File: config.mk
export PLATFORM = sky130hd
export DESIGN_NAME = irq_vector_ctrl
export DESIGN_NICKNAME = d
export VERILOG_FILES = /design/src/rtl/irq_vec_pkg.sv /design/src/rtl/irq_event_latch.sv /design/src/rtl/irq_enable_ctl.sv /design/src/rtl/irq_prio_vec.sv /design/src/rtl/irq_vector_ctrl.sv
export SDC_FILE = /design/constraint.sdc
export NUM_CORES = 1
export LEC_CHECK = 0
export ABC_AREA = 0
export BUFFER_PORTS_ARGS = -buffer_cell sky130_fd_sc_hd__clkbuf_2
export CELL_PAD_IN_SITES_DETAIL_PLACEMENT = 1
export CELL_PAD_IN_SITES_GLOBAL_PLACEMENT = 2
export CORE_MARGIN = 8
export CORE_UTILIZATION = 23
export DETAILED_ROUTE_END_ITERATION = 8
export GPL_TIMING_DRIVEN = 0
export PLACE_DENSITY_LB_ADDON = 0.1
export SYNTH_ARGS = -nofsm -noshare
export SYNTH_HDL_FRONTEND = slang
export SYNTH_SLANG_ARGS = --single-unit
File: constraint.sdc
create_clock -name clk -period 1.15 [get_ports clk]
set_input_delay 0.1725 -clock clk [delete_from_list [all_inputs] [get_ports clk]]
set_output_delay 0.1725 -clock clk [all_outputs]
set_load 0.01 [all_outputs]
File: src/rtl/irq_vec_pkg.sv
package irq_vec_pkg;
  localparam int unsigned FLAG_W   = 8;
  localparam int unsigned DIV_BIT  = 0;
  localparam int unsigned TMR_BIT  = 2;
  localparam int unsigned PORT_BIT = 7;
  localparam logic [FLAG_W-1:0] SRC_MASK =
    FLAG_W'((1 << DIV_BIT) | (1 << TMR_BIT) | (1 << PORT_BIT));
endpackage

File: src/rtl/irq_event_latch.sv
module irq_event_latch
  import irq_vec_pkg::*;
#(
  parameter int unsigned PORT_W = 4
) (
  input  logic              clk,
  input  logic              rst,
  input  logic              div_ovf,
  input  logic              tmr_unf,
  input  logic [PORT_W-1:0] pins,
  input  logic [PORT_W-1:0] pmask,
  input  logic              clr_en,
  input  logic [FLAG_W-1:0] clr_mask,
  output logic [FLAG_W-1:0] flags
);
  logic [PORT_W-1:0] pins_q;
  logic              port_evt;
  logic [FLAG_W-1:0] set_vec;
  logic [FLAG_W-1:0] kept;

  assign port_evt = |((pins ^ pins_q) & pmask);

  always_comb begin
    set_vec           = '0;
    set_vec[DIV_BIT]  = div_ovf;
    set_vec[TMR_BIT]  = tmr_unf;
    set_vec[PORT_BIT] = port_evt;
    kept = clr_en ? (flags & ~clr_mask) : flags;
  end

  always_ff @(posedge clk) begin
    if (rst) begin
      pins_q <= '0;
      flags  <= '0;
    end else begin
      pins_q <= pins;
      flags  <= (kept | set_vec) & SRC_MASK;
    end
  end
endmodule

File: src/rtl/irq_enable_ctl.sv
module irq_enable_ctl
  import irq_vec_pkg::*;
#(
  parameter int unsigned PORT_W = 4
) (
  input  logic              clk,
  input  logic              rst,
  input  logic              ie_wr,
  input  logic [FLAG_W-1:0] ie_data,
  input  logic              pm_wr,
  input  logic [PORT_W-1:0] pm_data,
  input  logic              en_int,
  input  logic              dis_int,
  input  logic              accept,
  output logic [FLAG_W-1:0] ie,
  output logic [PORT_W-1:0] pmask,
  output logic              gie
);
  always_ff @(posedge clk) begin
    if (rst) begin
      ie    <= '0;
      pmask <= '0;
      gie   <= 1'b0;
    end else begin
      if (ie_wr) ie    <= ie_data & SRC_MASK;
      if (pm_wr) pmask <= pm_data;
      if (accept || dis_int)   gie <= 1'b0;
      else if (en_int || ie_wr) gie <= 1'b1;
    end
  end
endmodule

File: src/rtl/irq_prio_vec.sv
module irq_prio_vec
  import irq_vec_pkg::*;
#(
  parameter int unsigned ADDR_W   = 12,
  parameter int unsigned VEC_BASE = 4,
  parameter int unsigned VEC_STEP = 4
) (
  input  logic [FLAG_W-1:0] flags,
  input  logic [FLAG_W-1:0] ie,
  input  logic              gie,
  output logic              accept,
  output logic [ADDR_W-1:0] vec
);
  logic [FLAG_W-1:0] live;
  logic [ADDR_W-1:0] slot_addr [FLAG_W];

  assign live   = flags & ie;
  assign accept = gie && (|live);

  for (genvar g = 0; g < FLAG_W; g++) begin : g_slot
    assign slot_addr[g] = ADDR_W'(VEC_BASE + VEC_STEP * g);
  end

  always_comb begin
    vec = '0;
    for (int i = FLAG_W - 1; i >= 0; i--) begin
      if (live[i]) vec = slot_addr[i];
    end
  end
endmodule

File: src/rtl/irq_vector_ctrl.sv
module irq_vector_ctrl
  import irq_vec_pkg::*;
#(
  parameter int unsigned PORT_W   = 4,
  parameter int unsigned ADDR_W   = 12,
  parameter int unsigned VEC_BASE = 4,
  parameter int unsigned VEC_STEP = 4
) (
  input  logic              clk,
  input  logic              rst,
  input  logic              div_ovf_i,
  input  logic              tmr_unf_i,
  input  logic [PORT_W-1:0] port_pins_i,
  input  logic              en_int_i,
  input  logic              dis_int_i,
  input  logic              ie_wr_i,
  input  logic [7:0]        ie_data_i,
  input  logic              pm_wr_i,
  input  logic [PORT_W-1:0] pm_data_i,
  input  logic              clr_i,
  input  logic [7:0]        clr_mask_i,
  output logic              irq_o,
  output logic [ADDR_W-1:0] vec_o
);
  logic [FLAG_W-1:0] flags;
  logic [FLAG_W-1:0] ie;
  logic [PORT_W-1:0] pmask;
  logic              gie;
  logic              accept;
  logic [ADDR_W-1:0] vec_next;

  irq_event_latch #(.PORT_W(PORT_W)) u_evt (
    .clk(clk), .rst(rst), .div_ovf(div_ovf_i), .tmr_unf(tmr_unf_i),
    .pins(port_pins_i), .pmask(pmask), .clr_en(clr_i),
    .clr_mask(clr_mask_i), .flags(flags)
  );

  irq_enable_ctl #(.PORT_W(PORT_W)) u_en (
    .clk(clk), .rst(rst), .ie_wr(ie_wr_i), .ie_data(ie_data_i),
    .pm_wr(pm_wr_i), .pm_data(pm_data_i), .en_int(en_int_i),
    .dis_int(dis_int_i), .accept(accept), .ie(ie), .pmask(pmask), .gie(gie)
  );

  irq_prio_vec #(.ADDR_W(ADDR_W), .VEC_BASE(VEC_BASE), .VEC_STEP(VEC_STEP)) u_pv (
    .flags(flags), .ie(ie), .gie(gie), .accept(accept), .vec(vec_next)
  );

  always_ff @(posedge clk) begin
    if (rst) begin
      irq_o <= 1'b0;
      vec_o <= '0;
    end else begin
      irq_o <= accept;
      if (accept) vec_o <= vec_next;
    end
  end
endmodule

==> impl_metrics.ini <==
[setup_path]
worst-setup-path-type = reg -> reg
crit_fanout = 6
reg2reg_depth = 3
cp_data_arrival_time_ns = 1.22
rr_endpoint = vec_o[3]
required_ns = 1.34
cp-end-kind = flop
startpoint_type = flop
endpoint = vec_o[3]
ff2ff_setup_slack_ns = 0.12
crit_path_max_incr_delay_ns = 0.46
r2r_start = u_en.gie
cpMaxStageDelayCell = dfxtp_1
startpoint = u_en.gie
critical_path.cell_chain = nand3_1, o211ai_1, a21oi_1

[final_layout]
antennaDiodeCount = 0
fill_cells = 421
seqCellArea_sq_um = 380
final_cell_mix = 24 x clkbuf_2, 19 x dfxtp_1, 10 x buf_4, 10 x nor2_1, 9 x conb_1
postLayoutCoreUtil_pct = 30.7
area_growth_pct = 30.1
multi_input_area_sq_um = 343
fin_nets = 151
final_common_cell = clkbuf_2
final_area_sq_um = 1020
layout-drive-gt1-share_pct = 36.8
final_cell_count_no_fill = 163

[routing]
wirelength_um = 1850
initialDrtViolationCount = 9
firstDrtPassIters = 4
wire_per_inst_um = 11.4
dr_total_vias = 648
viasPerCell = 3.98
ant_nets = 0
drc = 0

[pwr]
power_frac_seq_pct = 58.7
intPower_w = 0.000912
p_sw_w = 0.000312
powerDensity_nw_per_um2 = 1200
power_leakage_nw = 0.487
comb_power_share_pct = 13.6
p_total_w = 0.00122
p_clk_share_pct = 27.7
ir_worst_vdd_mv = 0.404
switching_share_pct = 25.5

[die]
core_region_area_sq_um = 3310
pin_count = 46
die_x_um = 74.3
die_h_um = 74.3
rows = 21
die_area_sq_um = 5510
initial_core_util_pct = 23.6

[status]
status = complete, no violations

[placed_design]
dp.cells = 159
portBuffers = 24
placed_area_sq_um = 988
gp_congestion = 0.669
dpl.hpwl_um = 1520

[worst_hold_path]
holdCritPathClass = in -> reg

[global_route]
grt_overflow = 0
grtUsageTotal_pct = 7.34
grt_pass1_wl_um = 3080
antenna_found_initial = 0
grt_max_degree = 12
grt_pass1_vias = 691

[timing]
setup_tns_ns = 0
maxSlewViolCount = 0
rsz0062_at_grt = no
layout_min_cycle_time_ns = 1.03
period_share_pct = 89.6
worst_clock_skew_ns = 0.00739
hold_viol_final = 0
fmax_mhz = 971
finalSetupViolations = 0

[synthesis]
synthFlopType = dfxtp_1
ys_types = 23
synth_area_sq_um = 781
synth-seq-cells = 19
synth_area_per_cell_sq_um = 9.64
ys_seq_area_share_pct = 48.7
synth_cells = 81
synth_async_sr_flop_share_pct = 0
yosys_warnings = 0
synth_edf_count = 0

[run]
drv_cap = 0

[clock_network]
cts_tree = built
ctsResizeCount = 0
post-cts-setup-buffers = 0
cts.sinks = 19
cts-root-buf = clkbuf_4
clockBufferDepth = 2
clk_latency_ns = 0.30
cts_buffers = 3
hold_buffers = 0
htree_levels = 1
clk_pin_slew_ns = 0.10
cell families after synthesis:
family | count (synthesis) | share of synthesized area [%]
buf+inv | 13 | 11.2
flops | 19 | 48.7
compound gates | 12 | 10.6
other cells | 1 | 0.480
simple gates | 25 | 15.5
xor+xnor | 4 | 4.49
mux | 7 | 8.97
power groups by stage:
| stage | Combinational, W | Clock [W] | Sequential (W) |
|---|---|---|---|
| CTS | 0.000168 | 0.000360 | 0.000720 |
| floorplan | 0.000110 | 0 | 0.000728 |
| finish | 0.000166 | 0.000339 | 0.000719 |
| detailed placement | 0.000167 | 0 | 0.000735 |
| global route | 0.000189 | 0.000393 | 0.000726 |
| global placement | 0.000165 | 0 | 0.000734 |
sequential cells by signal, summed over array words and instances (netlist names):
signal        cells
u_evt.flags       3
vec_o             3
u_en.ie           3
irq_o             1
u_en.pmask        4
u_en.gie          1
u_evt.pins_q      4
layout make-up:
type / instances / area share [%]
timing repair buffer: 24 / 11.8
clock buffer: 3 / 2.22
clock inverter: 1 / 0.493
tap: 46 / 5.67
buffer: 12 / 8.25
multi-input combinational: 57 / 33.7
inverter: 1 / 0.369
sequential: 19 / 37.4
how the worst min path moves through the flow:
stage	start	to	slack, ns	cells after the start
floorplan	dis_int_i	u_en.gie	0.24	1
global placement	dis_int_i	u_en.gie	0.35	2
detailed placement	dis_int_i	u_en.gie	0.35	2
CTS	dis_int_i	u_en.gie	0.02	2
global route	dis_int_i	u_en.gie	0.02	2
finish	dis_int_i	u_en.gie	0.03	2
Yosys cell counts, types with 2 or more instances:
master / n / area (sq um)
dfxtp_1: 19 / 380
buf_4: 10 / 75.1
nor3_1: 2 / 10.0
a21oi_1: 6 / 30.0
nor2_1: 10 / 37.5
nor2b_1: 4 / 25.0
mux2i_1: 7 / 70.1
nand2_1: 5 / 18.8
xor2_1: 4 / 35.0
routing by layer:
metal / wire length, um / GRT usage [%] / vias to the layer above / share of wire, %
li1: - / - / 328 / -
met1: 781 / 8.40 / 296 / 42
met2: 857 / 11.1 / 22 / 46
met3: 202 / 4.58 / 2 / 11
met4: 13 / 1.96 / 0 / 0.70
met5: 0 / 0 / - / 0
worst max-delay path: cells and delay by family, from the launching register on:
kind | cells | cell delay (ns)
AND/OR/NAND/NOR | 1 | 0.22
AO/OA/AOI/OAI | 2 | 0.24
flip-flops | 1 | 0.46
metrics by stage:
step | hold WS, ns | worst slack, ns
final | 0.0332 | 0.120
after global routing | 0.0244 | 0.00587
after CTS | 0.0216 | 0.0956
after detailed placement | 0.349 | 0.119
after global placement | 0.351 | 0.108
after floorplan | 0.244 | 0.195
No activity file was read; power rests on OpenSTA's default activity.
